`src/rtl/irq_aggr_pkg.sv`:
```
`timescale 1ns/1ps
package irq_aggr_pkg;
  localparam int unsigned OFF_PEND = 2;
  localparam int unsigned OFF_MASK = 3;

  typedef enum logic [1:0] {
    SEL_NONE = 2'd0,
    SEL_PEND = 2'd1,
    SEL_MASK = 2'd2
  } reg_sel_e;
endpackage

```
`src/rtl/irq_src_sync.sv`:
```
`timescale 1ns/1ps
module irq_src_sync #(
  parameter int unsigned N_SRC  = 6,
  parameter int unsigned STAGES = 2
) (
  input  logic             clk_i,
  input  logic             rst_ni,
  input  logic [N_SRC-1:0] src_i,
  output logic [N_SRC-1:0] pend_o
);
  logic [N_SRC-1:0] stg_q [STAGES];

  for (genvar s = 0; s < STAGES; s++) begin : g_stg
    logic [N_SRC-1:0] d;
    if (s == 0) begin : g_first
      assign d = src_i;
    end else begin : g_next
      assign d = stg_q[s-1];
    end
    always_ff @(posedge clk_i or negedge rst_ni) begin
      if (!rst_ni) stg_q[s] <= '0;
      else         stg_q[s] <= d;
    end
  end

  assign pend_o = stg_q[STAGES-1];
endmodule

```
`src/rtl/irq_mask_cmd.sv`:
```
`timescale 1ns/1ps
module irq_mask_cmd #(
  parameter int unsigned N_SRC  = 6,
  parameter int unsigned DATA_W = 32
) (
  input  logic              clk_i,
  input  logic              rst_ni,
  input  logic              wr_i,
  input  logic [DATA_W-1:0] wdata_i,
  output logic [N_SRC-1:0]  mask_o
);
  localparam int unsigned CMD_W = 2 * N_SRC;

  for (genvar n = 0; n < N_SRC; n++) begin : g_src
    logic clr, set;
    assign clr = wdata_i[2*n];
    assign set = wdata_i[2*n+1];
    always_ff @(posedge clk_i or negedge rst_ni) begin
      if (!rst_ni) begin
        mask_o[n] <= 1'b0;
      end else if (wr_i && (set ^ clr)) begin
        mask_o[n] <= set;
      end
    end
  end

  if (CMD_W < DATA_W) begin : g_spare
    logic unused_hi;
    assign unused_hi = ^wdata_i[DATA_W-1:CMD_W];
  end
endmodule

```
`src/rtl/irq_rd_mux.sv`:
```
`timescale 1ns/1ps
module irq_rd_mux
  import irq_aggr_pkg::*;
#(
  parameter int unsigned N_SRC  = 6,
  parameter int unsigned DATA_W = 32
) (
  input  reg_sel_e          sel_i,
  input  logic [N_SRC-1:0]  pend_i,
  input  logic [N_SRC-1:0]  mask_i,
  output logic [DATA_W-1:0] rdata_o
);
  always_comb begin
    rdata_o = '0;
    unique case (sel_i)
      SEL_PEND: rdata_o[N_SRC-1:0] = pend_i;
      SEL_MASK: rdata_o[N_SRC-1:0] = mask_i;
      default:  rdata_o = '0;
    endcase
  end
endmodule

```
`src/rtl/irq_aggr.sv`:
```
`timescale 1ns/1ps
module irq_aggr
  import irq_aggr_pkg::*;
#(
  parameter int unsigned N_SRC       = 6,
  parameter int unsigned DATA_W      = 32,
  parameter int unsigned ADDR_W      = 4,
  parameter int unsigned SYNC_STAGES = 2
) (
  input  logic              clk_i,
  input  logic              rst_ni,
  input  logic [N_SRC-1:0]  src_i,
  input  logic              req_i,
  input  logic              we_i,
  input  logic [ADDR_W-1:0] addr_i,
  input  logic [DATA_W-1:0] wdata_i,
  output logic [DATA_W-1:0] rdata_o,
  output logic              irq_o
);
  localparam logic [ADDR_W-1:0] A_PEND = ADDR_W'(OFF_PEND);
  localparam logic [ADDR_W-1:0] A_MASK = ADDR_W'(OFF_MASK);

  logic [N_SRC-1:0] pend_q;
  logic [N_SRC-1:0] mask_q;
  logic             wr_mask;
  reg_sel_e         rd_sel;

  assign wr_mask = req_i && we_i && (addr_i == A_MASK);

  always_comb begin
    rd_sel = SEL_NONE;
    if (req_i && !we_i) begin
      if (addr_i == A_PEND)      rd_sel = SEL_PEND;
      else if (addr_i == A_MASK) rd_sel = SEL_MASK;
    end
  end

  irq_src_sync #(.N_SRC(N_SRC), .STAGES(SYNC_STAGES)) u_sync (
    .clk_i  (clk_i),
    .rst_ni (rst_ni),
    .src_i  (src_i),
    .pend_o (pend_q)
  );

  irq_mask_cmd #(.N_SRC(N_SRC), .DATA_W(DATA_W)) u_mask (
    .clk_i   (clk_i),
    .rst_ni  (rst_ni),
    .wr_i    (wr_mask),
    .wdata_i (wdata_i),
    .mask_o  (mask_q)
  );

  irq_rd_mux #(.N_SRC(N_SRC), .DATA_W(DATA_W)) u_rd (
    .sel_i   (rd_sel),
    .pend_i  (pend_q),
    .mask_i  (mask_q),
    .rdata_o (rdata_o)
  );

  assign irq_o = |(pend_q & mask_q);
endmodule

```
`config.mk`:
```
export PLATFORM = sky130hd
export DESIGN_NAME = irq_aggr
export DESIGN_NICKNAME = d
export VERILOG_FILES = /design/src/rtl/irq_aggr_pkg.sv /design/src/rtl/irq_src_sync.sv /design/src/rtl/irq_mask_cmd.sv /design/src/rtl/irq_rd_mux.sv /design/src/rtl/irq_aggr.sv
export SDC_FILE = /design/constraint.sdc
export NUM_CORES = 1
export LEC_CHECK = 0
export ABC_CLOCK_PERIOD_IN_PS = 1700
export BUFFER_PORTS_ARGS = -buffer_cell sky130_fd_sc_hd__buf_4
export CAP_MARGIN = 25
export CORE_MARGIN = 2
export CORE_UTILIZATION = 30
export CTS_CLUSTER_SIZE = 16
export DETAILED_ROUTE_END_ITERATION = 6
export SYNTH_ARGS = -nofsm -noshare
export SYNTH_HDL_FRONTEND = slang
export SYNTH_HIERARCHICAL = 1
export SYNTH_SLANG_ARGS = --single-unit
```
`constraint.sdc`:
```
create_clock -name clk_i -period 1.7 [get_ports clk_i]
set_input_delay 0.34 -clock clk_i [delete_from_list [all_inputs] [get_ports clk_i]]
set_output_delay 0.34 -clock clk_i [all_outputs]
set_load 0.005 [all_outputs]
```
======== After elaboration in Yosys (flattened, before gate mapping) ========
Index checks and enable logic that the tools add are counted.
word-level totals
  register bits ........................... 18
operators by class
  muxes and demuxes ....................... 4
  equal/unequal tests ..................... 4
  bitwise gates (word level) .............. 7
  reductions and logical operators ........ 11
operators with widths
  cell                                                                   count
  6-bit case mux with 2 select lines                                     1
  1-bit logical AND                                                      9
  4-bit by 2-bit equality test with 1-bit output, second input constant  2
  6-bit bitwise AND                                                      1
  2-bit 2-to-1 mux                                                       3
  6-bit OR reduction                                                     1
  1-bit XOR                                                              6
  2-bit by 1-bit equality test with 1-bit output, second input constant  1
  2-bit equality test, second input constant                             1
  1-bit zero test                                                        1

======== Depth between registers and ports, before layout ========
Gate-level depths: netlist of the first run.
  word-level depth ........................ 6
  depth in mapped cells ................... 6
  mapped depth without buffers ............ 6

======== Cells and area by module ========
Netlist of the first run, hierarchy kept.
modules (own cells, without submodules)
  module        cells each  times used  area an instance (um^2)
  irq_mask_cmd  25          1           341.6
  irq_src_sync  12          1           300.3
  irq_rd_mux    43          1           299.0
  irq_aggr      9           1           80.1

======== Worst setup path after synthesis of the first run ========
Ideal clock, no wire load.
  path kind ............................... input to output
  from .................................... input addr_i[2]
  to ...................................... output rdata_o[0]
  buffers on the path ..................... 0
  slack ................................... 0.057 ns
  data required time ...................... 1.360 ns
  stages on the path ...................... 5
  arrival time ............................ 1.303 ns
  path through ............................ nand4bb_4 -> nor3_1 -> inv_1 -> ha_1 -> nor2_1
on the way
  elaborated cells on any way between the ends .. 8
  classes of those cells .................. 4 x eq/ne; 4 x mux
RTL lines
  element                                                                                       line              source
  start: declaration                                                                            irq_aggr.sv:15    input logic [ADDR_W-1:0] addr_i,
  4-bit by 2-bit equality test with 1-bit output *                                              irq_aggr.sv:33    if (addr_i == A_PEND) rd_sel = SEL_PEND;
  2-bit 2-to-1 mux *                                                                            irq_aggr.sv:33
  2-bit 2-to-1 mux *                                                                            irq_aggr.sv:32    if (req_i && !we_i) begin
  net rd_sel[0]                                                                                 irq_aggr.sv:26    reg_sel_e rd_sel;
  2-bit equality test / 2-bit by 1-bit equality test with 1-bit output (equally long branches)  irq_rd_mux.sv:15  unique case (sel_i)
  6-bit case mux with 2 select lines *                                                          irq_rd_mux.sv:15
  end: declaration                                                                              irq_aggr.sv:17    output logic [DATA_W-1:0] rdata_o,
Mark *: on every way through the listed nets, which the timed path passes. The rest lies on a longest branch.

======== Worst setup path after layout of the first run ========
  from .................................... input addr_i[2]
  to ...................................... output rdata_o[5]
on the way
  cells in the longest elaborated chain, start to end .. 6
  elaborated cells on any way between the ends .. 8
  classes of those cells .................. 4 x eq/ne; 4 x mux
ends and longest elaborated chain
  element                                                                                       line              source
  4-bit by 2-bit equality test with 1-bit output                                                irq_aggr.sv:34    else if (addr_i == A_MASK) rd_sel = SEL_MASK;
  2-bit 2-to-1 mux                                                                              irq_aggr.sv:34
  2-bit 2-to-1 mux *                                                                            irq_aggr.sv:33
  2-bit 2-to-1 mux *                                                                            irq_aggr.sv:32
  net rd_sel[1]                                                                                 irq_aggr.sv:26
  2-bit equality test / 2-bit by 1-bit equality test with 1-bit output (equally long branches)  irq_rd_mux.sv:15
  6-bit case mux with 2 select lines *                                                          irq_rd_mux.sv:15
Marks and branches as above.

==> results of run 1 <==
critical path, cell delays in order:
cell	delay (ns)
buf_6	0.09
nand4bb_4	0.25
nor3b_4	0.23
ha_2	0.28
a22oi_1	0.10
nor2_1	0.13
buf_4	0.13
flip-flops by register name (all words and copies together), names as in the netlist:
name / count
u_mask/mask_o: 6
u_sync/g_stg.d: 6
u_sync/pend_o: 6
logic make-up (layout without fill, tap and decap cells):
| family | count (synthesis) | after routing | share of synthesized area, % |
|---|---|---|---|
| other | 1 | 26 | 0.367 |
| AOI/OAI and AO/OA | 21 | 21 | 20.6 |
| adders and majority gates | 2 | 2 | 2.45 |
| buffers and inverters | 29 | 41 | 21.0 |
| DFF | 18 | 18 | 44.1 |
| and+or+nand+nor | 18 | 18 | 11.5 |
metal layers:
layer / global-route usage (%) / wire length, microns / up-vias
met5: 0 / 0 / -
met4: 6.67 / 46 / 0
met3: 1.09 / 137 / 4
met2: 17.0 / 863 / 42
met1: 11.3 / 698 / 326
li1: - / - / 331
area by class of cell:
class                   instances  share of cell area, %
multi-input cells              67                   37.5
clock buffers                   4                   2.76
well taps                      46                   4.38
repair buffers                 35                   20.5
inverters                       2                  0.571
flip-flops and latches         18                   34.3
worst max path at each step:
stage / start / end / depth (start not counted)
after floorplan: addr_i[2] / rdata_o[0] / 5
after global placement: addr_i[2] / rdata_o[0] / 8
after detailed placement: addr_i[2] / rdata_o[3] / 8
after CTS: addr_i[2] / rdata_o[2] / 8
after global routing: addr_i[2] / rdata_o[5] / 7
final: addr_i[2] / rdata_o[5] / 7
synthesized netlist by cell type, drive strengths merged:
cell	n	share of area (%)
nand2	1	0.37
a22oi	9	6.6
ha	2	2.5
conb	1	0.37
a21oi	6	5.1
dfrtp	18	44
nand4bb	1	2.7
o2bb2ai	6	8.8
buf	27	20
inv	2	0.74
nor2	7	2.6
nand2b	6	3.7
nor3b	1	1.2
nor3	1	0.49
nand3	1	0.49
per-stage QoR:
| stage | setup TNS, ns | hold slack, ns |
|---|---|---|
| detailed placement | -1.87 | 0.221 |
| CTS | -1.27 | 0.140 |
| finish | -1.12 | 0.150 |
| floorplan | 0 | 0.0444 |
| global placement | -1.70 | 0.214 |
| global route | -1.57 | 0.121 |
power by group through the flow:
stage	Combinational [mW]	Clock [mW]	Sequential, mW
floorplan	0.0733	0	0.457
global placement	0.0882	0	0.458
detailed placement	0.0919	0	0.459
CTS	0.0977	0.268	0.451
global route	0.110	0.297	0.452
finish	0.0987	0.255	0.451
timing repair:
action                                  CTS  global route
setup buffers                             0             1
pin swaps                                 3             1
hold buffers                              1             0
hold endpoints to repair                 18             0
resized for setup                         8             2
endpoints found under the setup margin    6             6
==> impl_metrics.env, run 1 <==
export IMPL_ff_latch_area_sq_um=450
export IMPL_hold_viol=0
export IMPL_p_clk_share_pct=31.7
export IMPL_reg2reg_slack_ns=0.93
export IMPL_internal_power_mw=0.627
export IMPL_status="complete, but fails checks"
export IMPL_dp_hpwl_microns=1440
export IMPL_diodes=0
export IMPL_hold_class="in -> reg"
export IMPL_switching_share_pct=22.1
export IMPL_cts_buffers=3
export IMPL_viasPerCell=4.09
export IMPL_drc=0
export IMPL_multi_input_area_sq_um=493
export IMPL_synth_area_sq_um=1020
export IMPL_fp_dieW_microns=62.3
export IMPL_nFillCells=341
export IMPL_dpl_cell_area_sq_um=1210
export IMPL_p_total_mw=0.805
export IMPL_placedCellCount=166
export IMPL_final_cell_mix="buf_4, conb_1, dfrtp_1"
export IMPL_pwr_share_seq_pct=56.0
export IMPL_p_leak_nw=0.566
export IMPL_track_usage_pct=9.78
export IMPL_fin_skew_ns=0.000130
export IMPL_initial_utilization_pct=30.8
export IMPL_fin_ws_ns=-0.206
export IMPL_ant_nets=0
export IMPL_cts_buffer_depth=2
export IMPL_gp_congestion=0.718
export IMPL_synth_seq_cells=18
export IMPL_syn_area_per_cell_sq_um=11.5
export IMPL_fp_dieH_microns=62.3
export IMPL_synth_cells=89
export IMPL_fmax_ghz=0.525
export IMPL_path_clk_slew_ns=0.10
export IMPL_cp_arrival_ns=1.57
export IMPL_cts_sinks=18
export IMPL_io_buffers=32
export IMPL_synth_distinct_cells=16
export IMPL_setup_viol=6
export IMPL_root_buffer="clkbuf_4"
export IMPL_rr_startpoint="u_mask/mask_o[4]"
export IMPL_postLayoutCoreUtil_pct=39.7
export IMPL_critPathKind="in -> out"
export IMPL_first_pass_iters=4
export IMPL_share_comb_of_total_power_pct=12.3
export IMPL_htreeDepth=1
export IMPL_wl_microns=1750
export IMPL_pre_cts_ws_ns=-0.324
export IMPL_antenna_found_initial=0
export IMPL_cp_max_fo=6
export IMPL_vias=703
export IMPL_clk_insertion_delay_late_ns=0.29
export IMPL_cts_tree="built"
export IMPL_drt_first_iter_violations=6
export IMPL_final_common_cell="buf_4"
export IMPL_fin_cells=172
export IMPL_rows=21
export IMPL_core_area_sq_um=3310
export IMPL_r2r_end="u_mask/mask_o[4]"
export IMPL_ys_warn_count=6
export IMPL_syn_to_final_growth_pct=28.7
export IMPL_start_kind="input pin"
export IMPL_grt_pass1_wl_microns=2950
export IMPL_synth_seq_area_share_pct=44.1
export IMPL_nets=175
export IMPL_p_sw_mw=0.178
export IMPL_drv_slew=0
export IMPL_grt_max_degree=19
export IMPL_cp_required_ns=1.36
export IMPL_min_to="u_sync/g_stg[1].d[1]"
export IMPL_fin_area_sq_um=1310
export IMPL_power_density_nw_per_um2=613
export IMPL_gr_total_overflow=0
export IMPL_hold_depth=1
export IMPL_fin_crit_sh_pct=112
export IMPL_post_route_min_period_ns=1.91
export IMPL_avgRoutedWirePerCell_microns=10.2
export IMPL_grt_pass1_vias=648
export IMPL_io_pins=79
export IMPL_worst_r2r_path_depth=2
export IMPL_drive_gt1_share_pct=46.0
export IMPL_grt_setup_unrepaired="true"
export IMPL_end_kind="output port"
export IMPL_violations="negative setup slack"
export IMPL_maxCapViolCount=0
export IMPL_dieArea_sq_um=3890
export IMPL_ir_drop_mv=0.431
export IMPL_hold_start="src_i[1]"
No activity file was read; power rests on OpenSTA's default activity.
==> run 2: changes to the inputs <==
--- a/config.mk
+++ b/config.mk
@@ -7,5 +7,5 @@
 export LEC_CHECK = 0
 export ABC_CLOCK_PERIOD_IN_PS = 1700
-export BUFFER_PORTS_ARGS = -buffer_cell sky130_fd_sc_hd__buf_4
+export BUFFER_PORTS_ARGS = -buffer_cell sky130_fd_sc_hd__buf_2
 export CAP_MARGIN = 25
 export CORE_MARGIN = 2
==> constraint.sdc (replaced) <==
create_clock -name clk_i -period 1.7 [get_ports clk_i]
set_input_delay 0.34 -clock clk_i [delete_from_list [all_inputs] [get_ports clk_i]]
set_output_delay 0.34 -clock clk_i [all_outputs]
set_load 0.02 [all_outputs]
==> run 2 against run 1 <==
  * The flow still finishes with violations (negative setup slack)
  * Highest routed layer unchanged
  * Die area did not move
  * Fmax fell by 0.42%
  * Non-clock buffer count rose by 1
  * First-iteration DRC count fell by 33%
  * Critical endpoint is now rdata_o[3]
==> impl_metrics.env, run 2 (synthesis gave the netlist of run 1 again) <==
export IMPL_fin_skew_ns=0.00403
export IMPL_nets=176
export IMPL_p_leak_nw=0.551
export IMPL_start_kind="input pin"
export IMPL_cts_sinks=18
export IMPL_hold_class="in -> reg"
export IMPL_slowest_delay_ns=0.25
export IMPL_cp_max_fo=6
export IMPL_io_pins=79
export IMPL_internal_power_mw=0.565
export IMPL_power_density_nw_per_um2=582
export IMPL_drive_gt1_share_pct=54.0
export IMPL_drc=0
export IMPL_gp_congestion=0.650
export IMPL_critPathKind="in -> out"
export IMPL_crit_path_frequent_cell="buf_6"
export IMPL_multi_input_area_sq_um=568
export IMPL_avgRoutedWirePerCell_microns=10.1
export IMPL_gr_total_overflow=0
export IMPL_status="complete, but fails checks"
export IMPL_fp_dieW_microns=62.3
export IMPL_p_clk_share_pct=25.8
export IMPL_violations="negative setup slack"
export IMPL_p_sw_mw=0.213
export IMPL_antenna_found_initial=0
export IMPL_fin_crit_sh_pct=113
export IMPL_root_buffer="clkbuf_4"
export IMPL_fp_dieH_microns=62.3
export IMPL_p_total_mw=0.777
export IMPL_drv_slew=0
export IMPL_grt_pass1_wl_microns=2840
export IMPL_initial_utilization_pct=30.8
export IMPL_cts_buffers=3
export IMPL_io_buffers=32
export IMPL_grt_max_degree=19
export IMPL_cp_slowest_cell="nand4bb_4"
export IMPL_fin_ws_ns=-0.215
export IMPL_post_route_min_period_ns=1.91
export IMPL_cp_required_ns=1.36
export IMPL_syn_to_final_growth_pct=30.9
export IMPL_pre_cts_ws_ns=-0.251
export IMPL_diodes=0
export IMPL_cts_tree="built"
export IMPL_vias=684
export IMPL_maxCapViolCount=0
export IMPL_nFillCells=335
export IMPL_postLayoutCoreUtil_pct=40.4
export IMPL_ff_latch_area_sq_um=450
export IMPL_cp_arrival_ns=1.57
export IMPL_pwr_share_seq_pct=58.1
export IMPL_hold_viol=0
export IMPL_crit_start="addr_i[2]"
export IMPL_viasPerCell=3.98
export IMPL_wl_microns=1740
export IMPL_drt_first_iter_violations=4
export IMPL_clk_insertion_delay_late_ns=0.28
export IMPL_hold_start="src_i[1]"
export IMPL_fmax_ghz=0.522
export IMPL_setup_viol=6
export IMPL_rows=21
export IMPL_ant_nets=0
export IMPL_end_kind="output port"
export IMPL_dieArea_sq_um=3890
export IMPL_rr_startpoint="u_mask/mask_o[3]"
export IMPL_dp_hpwl_microns=1410
export IMPL_core_area_sq_um=3310
export IMPL_share_comb_of_total_power_pct=16.1
export IMPL_grt_setup_unrepaired="true"
export IMPL_ir_drop_mv=0.399
export IMPL_first_pass_iters=4
export IMPL_path_clk_slew_ns=0.09
export IMPL_grt_pass1_vias=711
export IMPL_htreeDepth=1
export IMPL_final_cell_mix="buf_2, conb_1, dfrtp_1"
export IMPL_crit_path_cell_trace="buf_6 > nand4bb_4 > nor3b_4 > buf_4 > ha_4 > a22oi_2 > nor2_4 > buf_6"
export IMPL_track_usage_pct=9.26
export IMPL_cts_buffer_depth=2
export IMPL_switching_share_pct=27.3
-- run 2: power groups by stage --
stage                     clock network (mW)  registers [mW]  logic (mW)
final                                  0.201           0.452       0.125
after global routing                   0.222           0.454       0.136
after CTS                              0.207           0.452       0.126
after detailed placement                   0           0.460       0.120
after global placement                     0           0.459       0.118
after floorplan                            0           0.458       0.120
-- run 2: stage by stage --
| stage | cell area, sq um | TNS [ns] | hold WS, ns | std cells |
|---|---|---|---|---|
| 6_report | 1340 | -1.19 | 0.153 | 172 |
| 5_1_grt | 1340 | -1.56 | 0.141 | 172 |
| 4_1_cts | 1330 | -1.23 | 0.143 | 172 |
| 3_5_place_dp | 1240 | -1.42 | 0.288 | 167 |
| 3_3_place_gp | 1240 | -1.36 | 0.279 | 167 |
| 2_1_floorplan | 1220 | -0.00338 | 0.0444 | 114 |
-- run 2: final timing paths --
check	endpoint	slack [ns]	cells past startpoint
setup reg to reg	u_mask/mask_o[3]	0.92	2
hold / removal	u_sync/g_stg[1].d[1]	0.15	1
setup / recovery	rdata_o[3]	-0.21	8
min in group asynchronous	u_sync/g_stg[1].d[4]	0.51	2
max in group asynchronous	u_sync/pend_o[3]	0.91	2
hold reg to reg	u_sync/pend_o[2]	0.35	0
-- run 2: final cells by class --
| class | instances | share of cell area, % |
|---|---|---|
| clock buffer | 3 | 1.69 |
| inverter | 2 | 0.562 |
| sequential | 18 | 33.7 |
| tap | 46 | 4.31 |
| timing repair buffer | 36 | 17.2 |
| multi-input combinational | 67 | 42.5 |
-- run 2: what timing repair did --
item                                   in CTS  in global routing
pin swaps                                   4                  9
setup endpoints to repair                   6                  6
endpoints found under the hold margin      18                  0
resized for setup                          11                  3
setup buffers                               1                  0
hold buffers                                1                  0
-- run 2: worst max-delay path, delay by kind of cell --
| kind | cells | cell delay, ns |
|---|---|---|
| and+or+nand+nor | 3 | 0.60 |
| adders and majority gates | 1 | 0.18 |
| buffers and inverters | 3 | 0.36 |
| AOI/OAI and AO/OA | 1 | 0.10 |
-- run 2: per-layer routing --
metal  GRT usage, %  vias up  share of wire (%)
met5              0        -                  0
met4           5.00        0               0.80
met3           1.09        2                6.3
met2           17.3       39                 51
met1           10.2      315                 41
li1               -      328                  -
==> run 3: changes to the inputs <==
==> constraint.sdc (replaced) <==
create_clock -name clk_i -period 1.7 [get_ports clk_i]
set_input_delay 0.255 -clock clk_i [delete_from_list [all_inputs] [get_ports clk_i]]
set_output_delay 0.255 -clock clk_i [all_outputs]
set_load 0.02 [all_outputs]
==> run 3 against run 2 <==
  * Critical path depth is the same
  * Clock skew hardly changed
  * The flow still finishes with violations (negative setup slack)
  * Utilization down 2.1 points
  * Global-route usage fell by 0.83 points
  * Sequential power hardly changed
  * Critical endpoint is now rdata_o[1]
  * Total power fell by 0.53%
  * Routed wire length down 1.3%
==> impl_metrics.env, run 3 (synthesis gave the netlist of run 1 again) <==
export IMPL_clk_insertion_delay_late_ns=0.29
export IMPL_worst_hold_slack_ns=0.0632
export IMPL_cts_buffer_depth=2
export IMPL_io_pins=79
export IMPL_vias=676
export IMPL_rows=21
export IMPL_pre_cts_ws_ns=-0.185
export IMPL_post_route_min_period_ns=1.78
export IMPL_hold_viol=0
export IMPL_fin_cells=170
export IMPL_violations="negative setup slack"
export IMPL_drt_first_iter_violations=6
export IMPL_hold_class="in -> reg"
export IMPL_fin_crit_sh_pct=105
export IMPL_fmax_ghz=0.563
export IMPL_cp_required_ns=1.44
export IMPL_cts_tree="built"
export IMPL_power_density_nw_per_um2=611
export IMPL_cp_arrival_ns=1.52
export IMPL_grt_setup_unrepaired="true"
export IMPL_maxCapViolCount=0
export IMPL_final_cell_mix="conb_1, buf_2, dfrtp_1"
export IMPL_diodes=0
export IMPL_multi_input_area_sq_um=526
export IMPL_placedCellCount=166
export IMPL_antenna_found_initial=0
export IMPL_wl_microns=1720
export IMPL_fp_dieH_microns=62.3
export IMPL_fp_dieW_microns=62.3
export IMPL_cts_sinks=18
export IMPL_track_usage_pct=8.43
export IMPL_start_kind="input pin"
export IMPL_ant_nets=0
export IMPL_dpl_cell_area_sq_um=1130
export IMPL_ff_latch_area_sq_um=450
export IMPL_drv_slew=0
export IMPL_syn_to_final_growth_pct=24.0
export IMPL_fin_ws_ns=-0.0765
export IMPL_gp_congestion=0.715
export IMPL_root_buffer="clkbuf_4"
export IMPL_initial_utilization_pct=30.8
export IMPL_cts_buffers=3
export IMPL_final_common_cell="conb_1"
export IMPL_end_kind="output port"
export IMPL_grt_max_degree=19
export IMPL_grt_pass1_wl_microns=2590
export IMPL_htreeDepth=1
export IMPL_setup_viol=6
export IMPL_core_area_sq_um=3310
export IMPL_cp_max_fo=6
export IMPL_p_leak_nw=0.537
export IMPL_avgRoutedWirePerCell_microns=10.1
export IMPL_first_pass_iters=4
export IMPL_io_buffers=32
export IMPL_drive_gt1_share_pct=49.2
export IMPL_path_clk_slew_ns=0.09
export IMPL_status="complete, but fails checks"
export IMPL_nFillCells=331
export IMPL_dieArea_sq_um=3890
export IMPL_gr_total_overflow=0
export IMPL_fin_skew_ns=0.00438
export IMPL_critPathKind="in -> out"
export IMPL_dp_hpwl_microns=1330
export IMPL_nets=174
export IMPL_tns_ns=-0.292
export IMPL_grt_pass1_vias=620
export IMPL_p_total_mw=0.773
export IMPL_fin_area_sq_um=1270
export IMPL_viasPerCell=3.98
export IMPL_drc=0
export IMPL_ir_drop_mv=0.475
export IMPL_postLayoutCoreUtil_pct=38.2
[run 3: cell types whose count changed in the layout (fill, tap and decap cells not counted)]
cell,before,now
nor2_4,6,0
nor2_1,1,6
buf_6,6,2
buf_4,3,6
buf_2,26,25
nor2_2,0,1
[run 3: worst paths after layout]
check	start	to	slack [ns]	cells past startpoint
max in group asynchronous	rst_ni	u_sync/pend_o[2]	1.03	2
worst min-delay path	src_i[4]	u_sync/g_stg[1].d[4]	0.06	1
worst max register to register	u_mask/mask_o[2]	u_mask/mask_o[2]	0.93	2
worst max-delay path	addr_i[3]	rdata_o[1]	-0.08	8
worst min register to register	u_sync/g_stg[1].d[4]	u_sync/pend_o[4]	0.35	0
min in group asynchronous	rst_ni	u_sync/pend_o[4]	0.40	2
[run 3: area by class of cell]
class | count | share of cell area, %
timing repair buffer | 34 | 16.0
clock buffer | 3 | 1.78
multi-input combinational | 67 | 41.5
tap | 46 | 4.55
sequential | 18 | 35.6
inverter | 2 | 0.593
[run 3: metal layers]
metal | vias to the layer above | routed length, microns | global-route usage, %
li1 | 323 | - | -
met1 | 306 | 690 | 10.1
met2 | 43 | 869 | 14.1
met3 | 4 | 136 | 1.99
met4 | 0 | 24 | 4.17
met5 | - | 0 | 0
[run 3: power by group]
| part | internal, mW | total (mW) | switching, mW |
|---|---|---|---|
| sequential | 0.443 | 0.452 | 0.00871 |
| clock | 0.0824 | 0.200 | 0.118 |
| combinational | 0.0381 | 0.121 | 0.0831 |
[run 3: what timing repair did]
action	CTS	global route
pin swaps	2	13
setup buffers	0	0
hold buffers	1	0
endpoints found under the setup margin	6	6
resized for setup	4	19
hold endpoints to repair	18	0
[run 3: critical path, cell delays in order]
cell and delay, ns:
buf_6 0.09, nand4bb_4 0.25, nor3b_4 0.28, inv_2 0.07, ha_4 0.20, a22oi_2 0.13, nor2_1 0.08, buf_4 0.16
